==> src/rtl/wo_gate_pkg.sv <==
package wo_gate_pkg;

  // strobes from control to datapath
  typedef struct packed {
    logic incCnt;
    logic decCnt;
    logic setSync;
    logic clrSync;
  } gateStrobe_t;

  // state summary from datapath to control
  typedef struct packed {
    logic cntZero;
    logic cntFull;
    logic syncPend;
    logic cmpHitsSync;
  } gateStatus_t;

endpackage

==> src/rtl/wo_gate_ctrl.sv <==
module wo_gate_ctrl
  import wo_gate_pkg::*;
(
  input  logic        clk,
  input  logic        rstN,
  input  logic        reqValid,
  input  logic        reqSync,
  input  logic        issReady,
  input  logic        cmpValid,
  input  gateStatus_t status,
  output logic        reqReady,
  output logic        issValid,
  output gateStrobe_t strobe
);

  logic allowData;
  logic allowSync;
  logic allow;
  logic fire;

  always_comb begin
    allowData = !status.syncPend && !status.cntFull;
    allowSync = !status.syncPend && status.cntZero;
    allow     = reqSync ? allowSync : allowData;
    issValid  = reqValid && allow;
    reqReady  = issReady && allow;
    fire      = issValid && issReady;
  end

  always_comb begin
    strobe.incCnt  = fire && !reqSync;
    strobe.setSync = fire && reqSync;
    strobe.clrSync = cmpValid && status.syncPend && status.cmpHitsSync;
    strobe.decCnt  = cmpValid && !status.syncPend && !status.cntZero;
  end


  no_accept_blocked_chk: assert property (@(posedge clk) disable iff (!rstN)
    !issReady |-> !(strobe.incCnt || strobe.setSync));

endmodule

==> src/rtl/wo_gate_dpath.sv <==
module wo_gate_dpath
  import wo_gate_pkg::*;
#(
  parameter int ID_W    = 4,
  parameter int MAX_OUT = 6
) (
  input  logic            clk,
  input  logic            rstN,
  input  gateStrobe_t     strobe,
  input  logic [ID_W-1:0] reqId,
  input  logic [ID_W-1:0] cmpId,
  output gateStatus_t     status
);

  localparam int CNT_W = $clog2(MAX_OUT + 1);
  localparam logic [CNT_W-1:0] CNT_MAX = CNT_W'(MAX_OUT);

  logic [CNT_W-1:0] cntQ;
  logic [CNT_W-1:0] cntD;
  logic             syncPendQ;
  logic [ID_W-1:0]  syncIdQ;

  always_comb begin
    unique case ({strobe.incCnt, strobe.decCnt})
      2'b10:   cntD = cntQ + 1'b1;
      2'b01:   cntD = cntQ - 1'b1;
      default: cntD = cntQ;
    endcase
  end

  always_ff @(posedge clk) begin
    if (!rstN) begin
      cntQ      <= '0;
      syncPendQ <= 1'b0;
      syncIdQ   <= '0;
    end else begin
      cntQ <= cntD;
      if (strobe.setSync) begin
        syncPendQ <= 1'b1;
        syncIdQ   <= reqId;
      end else if (strobe.clrSync) begin
        syncPendQ <= 1'b0;
      end
    end
  end

  always_comb begin
    status.cntZero     = (cntQ == '0);
    status.cntFull     = (cntQ >= CNT_MAX);
    status.syncPend    = syncPendQ;
    status.cmpHitsSync = (cmpId == syncIdQ);
  end


  sync_wait_chk: assert property (@(posedge clk) disable iff (!rstN)
    strobe.setSync |-> (cntQ == '0));


  data_hold_chk: assert property (@(posedge clk) disable iff (!rstN)
    syncPendQ |-> !strobe.incCnt);


  one_sync_chk: assert property (@(posedge clk) disable iff (!rstN)
    syncPendQ |-> !strobe.setSync);


  no_overflow_chk: assert property (@(posedge clk) disable iff (!rstN)
    cntQ <= CNT_MAX);


  cnt_hold_chk: assert property (@(posedge clk) disable iff (!rstN)
    (strobe.incCnt && strobe.decCnt) |=> $stable(cntQ));


  no_underflow_chk: assert property (@(posedge clk) disable iff (!rstN)
    ((cntQ == '0) && !strobe.incCnt) |=> (cntQ == '0));


  sync_keep_chk: assert property (@(posedge clk) disable iff (!rstN)
    (syncPendQ && !strobe.clrSync) |=> syncPendQ);

endmodule

==> src/rtl/wo_issue_gate.sv <==
module wo_issue_gate
  import wo_gate_pkg::*;
#(
  parameter int ID_W    = 4,
  parameter int MAX_OUT = 6
) (
  input  logic            clk,
  input  logic            rstN,
  input  logic            reqValid,
  output logic            reqReady,
  input  logic            reqSync,
  input  logic [ID_W-1:0] reqId,
  output logic            issValid,
  input  logic            issReady,
  output logic            issSync,
  output logic [ID_W-1:0] issId,
  input  logic            cmpValid,
  input  logic [ID_W-1:0] cmpId
);

  gateStrobe_t strobe;
  gateStatus_t status;

  assign issSync = reqSync;
  assign issId   = reqId;

  wo_gate_ctrl u_ctrl (
    .clk      (clk),
    .rstN     (rstN),
    .reqValid (reqValid),
    .reqSync  (reqSync),
    .issReady (issReady),
    .cmpValid (cmpValid),
    .status   (status),
    .reqReady (reqReady),
    .issValid (issValid),
    .strobe   (strobe)
  );

  wo_gate_dpath #(.ID_W(ID_W), .MAX_OUT(MAX_OUT)) u_dpath (
    .clk    (clk),
    .rstN   (rstN),
    .strobe (strobe),
    .reqId  (reqId),
    .cmpId  (cmpId),
    .status (status)
  );

endmodule

==> config.mk <==
export PLATFORM = sky130hd
export DESIGN_NAME = wo_issue_gate
export DESIGN_NICKNAME = d
export VERILOG_FILES = /design/src/rtl/wo_gate_pkg.sv /design/src/rtl/wo_gate_ctrl.sv /design/src/rtl/wo_gate_dpath.sv /design/src/rtl/wo_issue_gate.sv
export SDC_FILE = /design/constraint.sdc
export NUM_CORES = 1
export LEC_CHECK = 0
export BUFFER_PORTS_ARGS = -buffer_cell sky130_fd_sc_hd__buf_4
export CAP_MARGIN = 40
export CELL_PAD_IN_SITES_DETAIL_PLACEMENT = 1
export CELL_PAD_IN_SITES_GLOBAL_PLACEMENT = 2
export CORE_ASPECT_RATIO = 0.8
export CORE_MARGIN = 2
export CORE_UTILIZATION = 24
export CTS_CLUSTER_DIAMETER = 40
export DETAILED_ROUTE_END_ITERATION = 10
export MAX_ROUTING_LAYER = met4
export PLACE_DENSITY = 0.71
export SYNTH_ARGS = -nofsm -noshare
export SYNTH_HDL_FRONTEND = slang
export SYNTH_SLANG_ARGS = --single-unit
==> constraint.sdc <==
create_clock -name clk -period 2.5 [get_ports clk]
set_input_delay 0.5 -clock clk [delete_from_list [all_inputs] [get_ports clk]]
set_output_delay 0.5 -clock clk [all_outputs]
set_load 0.01 [all_outputs]
# --- After elaboration in Yosys (flattened, before gate mapping) ---
# Cells that the tools add are included.
word_totals:
  register_bits: 8
  latch_bits: 0
  ram_bits: 0
  rom_bits: 0
  output_inout_bits: 7
  mem_count: 0
op_classes:
  add_sub_neg: 2
  multipliers: 0
  n_div: 0
  order_cmp: 1
  eq_ne: 3
  shifts: 0
  mux: 4
  bitwise_logic: 0
  reduce_logical: 18
ops:
  columns: ["cell", "count"]
  rows:
  - ["$logic_and A1 B1 Y1", 11]
  - ["$pmux W3 S2", 1]
  - ["$eq A4 B4 Y1", 1]
  - ["$logic_not A1 Y1", 4]
  - ["$reduce_bool A2 Y1", 2]
  - ["$add A3 B1 Y3 const B", 1]
  - ["$ge A3 B3 Y1 const B", 1]
  - ["$logic_not A3 Y1", 1]
  - ["$mux W1", 3]
  - ["$sub A3 B1 Y3 const B", 1]
  - ["$eq A2 B1 Y1 const B", 1]
  - ["$eq A2 B2 Y1 const B", 1]

# --- Depth between registers and ports, before layout ---
# Gate-level depths: netlist of run 1.
logic_depth:
  depth_word: 9
  ltp_mapped: 9
  ltp_nobuf: 9

# --- Hierarchy ---
# Synthesis of run 1 repeated with hierarchy kept, for this count alone.
hier_totals:
  hier_cells: 57
  hier_area_um2: 511.7
modules_own_cells:
  columns: ["mod", "instances", "cells_per_inst", "area_each_um2", "seq_area_each_um2"]
  rows:
  - ["wo_gate_dpath", 1, 42, 409.1, 160.2]
  - ["wo_gate_ctrl", 1, 10, 65.1, 0.0]
  - ["wo_issue_gate", 1, 5, 37.5, 0.0]

# --- Least setup slack after synthesis of run 1 ---
# OpenSTA, ideal clock, no wires.
synth_timing:
  kind: "input to register"
  start: "input port reqSync"
  end: "register u_dpath.cntQ[2]"
  setup_time_ps: 70
  t_arrival_ps: 2133
  required_ps: 2430
  setup_slack_ps: 297
  path_stages: 9
  cell_sequence: "o21ai_1 a21oi_1 or4_1 ha_1 inv_1 fa_1 xor2_1 or3_2 a21oi_1"
synth_between:
  elab_chain_cells: 6
  elab_cells_between_ends: 9
  cone_classes: "2 x eq/ne; 2 x mux; 5 x reduce/logical"
synth_rtl:
  columns: ["item", "line_no", "source"]
  rows:
  - ["from (decl)", "wo_issue_gate.sv:11", "input logic reqSync,"]
  - ["$mux W1", "wo_gate_ctrl.sv:24", "allow = reqSync ? allowSync : allowData;"]
  - ["$logic_and A1 B1 Y1", "wo_gate_ctrl.sv:25", "issValid = reqValid && allow;"]
  - ["$logic_and A1 B1 Y1", "wo_gate_ctrl.sv:27", "fire = issValid && issReady;"]
  - ["$logic_and A1 B1 Y1 (*)", "wo_gate_ctrl.sv:31", "strobe.incCnt = fire && !reqSync;"]
  - ["$eq A2 B1 Y1 / $eq A2 B2 Y1 (equally long branches)", "wo_gate_dpath.sv:24", "unique case ({strobe.incCnt, strobe.decCnt})"]
  - ["$pmux W3 S2 / $reduce_bool A2 Y1 (equally long branches)", null, null]
  - ["to (signal assigned)", "wo_gate_dpath.sv:37", "cntQ <= cntD;"]
  - ["to (decl)", "wo_gate_dpath.sv:18", "logic [CNT_W-1:0] cntQ;"]
# Mark *: on every way between the ends. The rest lies on a longest branch, timed or not.
# A chain may end at the register's enable or synchronous reset.

# --- Worst setup path in the final report of run 1 ---
layout_timing:
  start: "register u_dpath.cntQ[2]"
  end: "register u_dpath.cntQ[2]"
layout_between:
  elab_chain_cells: 9
  elab_cells_between_ends: 17
  cone_classes: "2 x add/sub; 1 x order compare; 2 x eq/ne; 2 x mux; 10 x reduce/logical"
layout_rtl:
  columns: ["item", "line_no", "source"]
  rows:
  - ["$ge A3 B3 Y1", "wo_gate_dpath.sv:49", "status.cntFull = (cntQ >= CNT_MAX);"]
  - ["$logic_not A1 Y1", "wo_gate_ctrl.sv:22", "allowData = !status.syncPend && !status.cntFull;"]
  - ["$logic_and A1 B1 Y1", "wo_gate_ctrl.sv:22", null]
  - ["$mux W1", "wo_gate_ctrl.sv:24", null]
  - ["$logic_and A1 B1 Y1", "wo_gate_ctrl.sv:25", null]
  - ["$logic_and A1 B1 Y1", "wo_gate_ctrl.sv:27", null]
  - ["$logic_and A1 B1 Y1", "wo_gate_ctrl.sv:31", null]
  - ["$eq A2 B1 Y1 / $eq A2 B2 Y1 (equally long branches)", "wo_gate_dpath.sv:24", null]
  - ["$pmux W3 S2 / $reduce_bool A2 Y1 (equally long branches)", null, null]
# Parallel ways exist; a longest one is shown, timed or not.

==> results.toml, run 1 <==
[run]
drv_cap = 0

[drt]
drc = 0
avgViaCountPerCell = 4.76
drt_first_pass_iters = 2
wirelength_um = 1200
drt_iter0_drc = 3
vias = 495
ant_nets = 0
wl_per_cell_um = 11.5

[critical_path]
path_max_fanout = 6
critPathKind = "flip-flop to flip-flop"
cpMostUsedCell = "a21oi_1"
crit_buf_inv = 1
cp-start-kind = "flip-flop"
crit_chain = "o21ai_1 -> a21oi_1 -> or4_1 -> ha_1 -> inv_1 -> fa_1 -> xor2_1 -> or3_2 -> a21oi_1"
cp_top_family = "simple AND/OR/NAND/NOR gates"
crit_arrival_ns = 2.46
cp-end-kind = "flip-flop"
reg2reg_to = "u_dpath.cntQ[2]"
required_ns = 2.69
reg2reg_slack_ns = 0.23
r2r_start = "u_dpath.cntQ[2]"
cp_slowest_stage_delay_ns = 0.41
slowest_stage = "dfxtp_1"
worst_r2r_path_depth = 9

[floorplanning]
core-area_um2 = 1940
initial_core_util_pct = 26.1
row_count = 14
die_area_um2 = 2500
die_y_um = 45.1
ios = 21
die_w_um = 55.4

[timing]
period_share_pct = 90.9
finalCriticalPeriod_ns = 2.27
fin_ws_ns = 0.228
hold_violations = 0
tightest_slew_ns = 0.253
tns_ns = 0
slew_viol_final = 0
finalSetupViolCount = 0
rsz0062_at_grt = "no"
fmax_ghz = 0.440
slew_headroom_pct = 83.1
skew_ns = 0.00205
holdWs_ns = 0.492

[placement]
dp_hpwl_um = 978
gp_congestion = 0.710
dp_slack_ns = 0.0334
placedInstanceArea_um2 = 664
portBuffers = 20

[yosys]
synth_top_area_share_pct = 31.6
synth_area_um2 = 507
syn_avg_cell_area_um2 = 8.45
ys_ff_latch = 8
synth_top_cell_by_area = "dfxtp_1"
ys_seq_area_share_pct = 31.6
synthTopCellsByCount = "dfxtp_1 (8), a21oi_1 (7)"
synth-async-reset-ratio_pct = 0
synth-edff-count = 0
synthTopCellsByArea = "dfxtp_1 (32%), buf_4 (7.4%), a21oi_1 (6.9%)"
ys_warn_count = 0
syn_nets = 76
yosysMostFrequentCell = "dfxtp_1"
synth_top_flop_cell = "dfxtp_1"
syn_inst = 60
yosysUniqueCellTypes = 22

[final_layout]
area_growth_pct = 35.6
final_nets = 98
drive_above_1_share_pct = 35.0
final_area_um2 = 687
diodes = 0

[clock_tree]
root_buffer = "clkbuf_4"
cts_tree = "yes"
post_cts_buffers = 0
clk_pin_slew_ns = 0.05
clkLatencyLatePin_ns = 0.25
h-tree-depth = 1
cts_buffer_depth = 2
cts_buffers = 3
clkSinkCount = 8
ctsHoldBuffers = 0
post_cts_resized = 0

[global_routing]
overflow = 0
antenna_found_initial = 0
track_usage_pct = 10.8
grt_max_degree = 8
grt_pass1_vias = 460
grt_first_pass_wirelength_um = 1970

[outcome]
outcome = "finished clean"

[power]
leakage_nw = 0.269
powerDensity_nw_per_um2 = 654
ir_drop_mv = 0.302

[worst_hold_path]
hold_start = "u_dpath.syncIdQ[1]"
hold_class = "flip-flop to flip-flop"
whs_endpoint = "u_dpath.syncIdQ[1]"
min_path_cells = 2
==> state kept, by name, summed over array words and instances, names as in the netlist <==
register           flops
u_dpath.cntQ           3
u_dpath.syncPendQ      1
u_dpath.syncIdQ        4
==> worst max path at each step <==
stage | start | endpoint | slack, ns | cells after the start
global placement | reqSync | u_dpath.cntQ[2] | 0.07 | 10
global route | u_dpath.cntQ[2] | u_dpath.cntQ[2] | 0.04 | 9
floorplan | reqSync | u_dpath.cntQ[2] | 0.30 | 9
detailed placement | reqSync | u_dpath.cntQ[2] | 0.03 | 10
CTS | u_dpath.cntQ[2] | u_dpath.cntQ[2] | 0.20 | 9
finish | u_dpath.cntQ[2] | u_dpath.cntQ[2] | 0.23 | 9
==> through the flow <==
stage	utilization, %	instances	power (mW)
2_1_floorplan	-	60	0.279
3_3_place_gp	34.2	101	0.361
3_5_place_dp	34.2	101	0.359
4_1_cts	35.3	104	0.460
5_1_grt	35.3	104	0.486
6_report	35.3	104	0.449
==> cell usage in the layout, fill, tap and decap left out <==
| cell | netlist | final |
|---|---|---|
| a21oi_1 | 7 | 7 |
| nand2_1 | 1 | 1 |
| o21ai_0 | 5 | 5 |
| or3_2 | 1 | 1 |
| nand4b_1 | 1 | 1 |
| inv_1 | 4 | 4 |
| nand3_1 | 5 | 5 |
| nor3b_1 | 3 | 3 |
| o221a_1 | 1 | 1 |
| xnor2_1 | 4 | 4 |
| buf_4 | 5 | 22 |
| xor2_1 | 2 | 2 |
| o211ai_2 | 1 | 1 |
| ha_1 | 1 | 1 |
| dfxtp_1 | 8 | 8 |
| nor3_1 | 1 | 1 |
| nor2_1 | 5 | 5 |
| and4b_1 | 1 | 1 |
| or4_1 | 1 | 1 |
| o21ai_1 | 1 | 1 |
| fa_1 | 1 | 1 |
| clkbuf_4 | 0 | 3 |
| or3_4 | 1 | 1 |
==> cells by family after synthesis <==
| family | Yosys count | share of synthesized area (%) |
|---|---|---|
| simple gates | 20 | 23.7 |
| flops | 8 | 31.6 |
| buf+inv | 9 | 10.4 |
| compound gates | 15 | 17.5 |
| xor+xnor | 6 | 10.4 |
| fa+ha+maj | 2 | 6.42 |
==> power breakdown <==
part	switching, mW	total [mW]	internal, mW
sequential	0.0181	0.161	0.143
combinational	0.0939	0.190	0.0958
clock	0.0434	0.0983	0.0549
total	0.155	0.449	0.294
==> per-layer routing <==
metal	wire length [µm]	track usage, %
met1	550	12.9
met3	70	6.02
met4	0	0
met5	0	-
met2	574	17.4
==> area by class of cell <==
cell class	instances	area, µm²
fillers	244	1260
multi-input cells	43	294
repair buffers	22	165
flip-flops and latches	8	160
well taps	24	30.0
clock buffers	3	22.5
inverters	4	15.0
==> worst reg2reg max path, cell delays in order (launching register included) <==
cell	delay (ns)
dfxtp_1	0.41
o21ai_1	0.10
a21oi_1	0.24
or4_1	0.16
ha_1	0.17
inv_1	0.06
fa_1	0.37
xor2_1	0.16
or3_2	0.40
a21oi_1	0.14
(Power assumes the default switching activity.)
==> run 2, diff against run 1 <==
Settings changed: CORE_MARGIN 2 to not set, CORE_UTILIZATION 24 to 25, PLACE_DENSITY 0.71 to 0.72, SYNTH_HIERARCHICAL set to 1.
==> run 2 against run 1 <==
Effect of this change:
- highest routed layer is now met4
- clock skew rose by 0.0036 ns
- critical path depth fell by 5
- largest cell class unchanged
- clock power rose by 4%
- total power fell by 13%
- synthesized area rose by 0.99%
- final area fell by 3.3%
- sequential share of layout area rose by 0.79 points
- synthesized cell count fell by 5.0%
==> results.toml, run 2 <==
[critical_path]
path_max_fanout = 4
reg2reg_slack_ns = 0.47
reg2reg_to = "u_dpath/cntQ[2]"
worst_r2r_path_depth = 8
critPathKind = "flip-flop to output pin"
required_ns = 2.00
r2r_start = "u_dpath/cntQ[1]"
crit_arrival_ns = 1.62
cp-end-kind = "output pin"
cp-start-kind = "flip-flop"

[timing]
slew_viol_final = 0
finalSetupViolCount = 0
finalCriticalPeriod_ns = 2.12
period_share_pct = 84.8
slew_headroom_pct = 66.2
tns_ns = 0
rsz0062_at_grt = "no"
tightest_slew_ns = 0.506
hold_violations = 0
fmax_ghz = 0.472
skew_ns = 0.00569
fin_ws_ns = 0.380
holdWs_ns = 0.506

[yosys]
synth-simple-area-share_pct = 26.7
synthMuxAreaShare_pct = 7.82
synth_top_flop_cell = "dfxtp_1"
synth-compound-area-share_pct = 4.89
synth-edff-count = 0
synthTopCellsByArea = "dfxtp_1 (31%), buf_4 (8.8%), xor2_1 (8.6%)"
syn_inst = 57
synth_top_area_share_pct = 31.3
synth-adder-area-share_pct = 6.36
synth_area_um2 = 512
ys_ff_latch = 8
synth-xor-area-share_pct = 10.3
ys_seq_area_share_pct = 31.3
yosysUniqueCellTypes = 24
syn_avg_cell_area_um2 = 8.98
synth_top_cell_by_area = "dfxtp_1"
synth_top_family_by_area = "simple AND/OR/NAND/NOR gates"
synthTopCellsByCount = "dfxtp_1 (8), buf_4 (6), nor2b_1 (6), xor2_1 (5)"
syn_nets = 73
synth-async-reset-ratio_pct = 0
yosysMostFrequentCell = "dfxtp_1"
ys_warn_count = 6

[clock_tree]
clkSinkCount = 8
post_cts_buffers = 0
cts_buffer_depth = 2
clk_pin_slew_ns = 0.06
cts_buffers = 3
ctsHoldBuffers = 0
cts_tree = "yes"
root_buffer = "clkbuf_4"
post_cts_resized = 0
h-tree-depth = 1
clkLatencyLatePin_ns = 0.26

[placement]
portBuffers = 20
placedInstanceArea_um2 = 642
dp_hpwl_um = 888
placedCellCount = 94
gp_congestion = 0.677
dp_slack_ns = 0.358

[final_layout]
final_cell_mix = "buf_4 (20), dfxtp_1 (8), nor2b_1 (6), xor2_1 (5)"
diodes = 0
final_nets = 91
final_area_um2 = 664
final_common_cell = "buf_4"
reg_top3 = "u_dpath/syncIdQ: 4 flops, u_dpath/cntQ: 3 flops, u_dpath/syncPendQ: 1 flops"
drive_above_1_share_pct = 31.5
fill_cells = 236
final_core_util_pct = 34.8
largest_reg_flops = 4
fin_cells = 97
area_growth_pct = 29.8
largest-register = "u_dpath/syncIdQ"

[drt]
wl_per_cell_um = 11.0
ant_nets = 0
vias = 423
drt_first_pass_iters = 2
avgViaCountPerCell = 4.36
drt_iter0_drc = 2
wirelength_um = 1070
drc = 0

[global_routing]
grt_max_degree = 9
antenna_found_initial = 0
track_usage_pct = 12.4
grt_first_pass_wirelength_um = 1880
grt_pass1_vias = 428
overflow = 0

[floorplanning]
ios = 21
die_y_um = 42.5
die_area_um2 = 2230
initial_core_util_pct = 26.8
row_count = 14
die_w_um = 52.6
core-area_um2 = 1910

[worst_hold_path]
hold_class = "input pin to flip-flop"
min_path_cells = 2
whs_endpoint = "u_dpath/syncPendQ"
hold_start = "rstN"

[power]
totalPowerFinal_mw = 0.392
ir_drop_mv = 0.362
powerDensity_nw_per_um2 = 590
leakage_nw = 0.284

[run]
drv_cap = 0

[outcome]
outcome = "finished clean"
## run 2: changes by cell type after synthesis, sizes merged, moves of 2 or more
cell and change:
a21oi -7, and2 +3, buf +2, mux2i +4, nand3 -5, nor2 -4
nor2b +6, nor3b -2, nor4b +2, o21ai -4, xnor2 -3, xor2 +3
## run 2: kinds of logic (layout without fill, tap and decap cells)
| family | after synthesis | after routing |
|---|---|---|
| AOI/OAI and AO/OA | 4 | 4 |
| xor gates and xnor gates | 6 | 6 |
| adders and majority gates | 2 | 2 |
| buffers and inverters | 11 | 27 |
| DFF | 8 | 8 |
| muxes | 4 | 4 |
| and+or+nand+nor | 22 | 22 |
## run 2: worst max-delay path by stage
| stage | start | endpoint | depth (start not counted) |
|---|---|---|---|
| global route | u_dpath/cntQ[2] | issValid | 4 |
| finish | u_dpath/cntQ[2] | issValid | 4 |
| global placement | cmpValid | u_dpath/cntQ[2] | 8 |
| CTS | u_dpath/cntQ[2] | issValid | 4 |
| floorplan | cmpValid | u_dpath/cntQ[2] | 7 |
| detailed placement | cmpValid | u_dpath/cntQ[2] | 8 |
## run 2: layer usage
metal | share of wire, % | vias up | wire (µm) | GRT usage [%]
met5 | 0 | - | 0 | -
met4 | 2.3 | 0 | 25 | 6.32
met3 | 7.3 | 4 | 78 | 5.43
met2 | 43 | 15 | 462 | 17.2
met1 | 47 | 188 | 502 | 15.1
li1 | - | 216 | - | -
## run 2: critical path, stage by stage (launching register included)
cell and delay, ns:
dfxtp_1 0.33, nor3_1 0.30, and2b_1 0.24, nor4b_1 0.32
buf_4 0.18
## run 2: where the power goes
| group | total (mW) | switching [mW] | leakage [nW] | internal (mW) |
|---|---|---|---|---|
| combinational | 0.135 | 0.0622 | 0.205 | 0.0731 |
| clock | 0.102 | 0.0469 | 0.0138 | 0.0551 |
| sequential | 0.155 | 0.0126 | 0.0650 | 0.142 |
| total | 0.392 | 0.122 | 0.284 | 0.270 |
## run 2: layout make-up
type / count / area [µm²] / share of cell area (%)
multi-input cells: 38 / 287 / 43.1
flip-flops and latches: 8 / 160 / 24.1
repair buffers: 20 / 150 / 22.6
well taps: 24 / 30.0 / 4.52
clock buffers: 3 / 22.5 / 3.39
inverters: 4 / 15.0 / 2.26
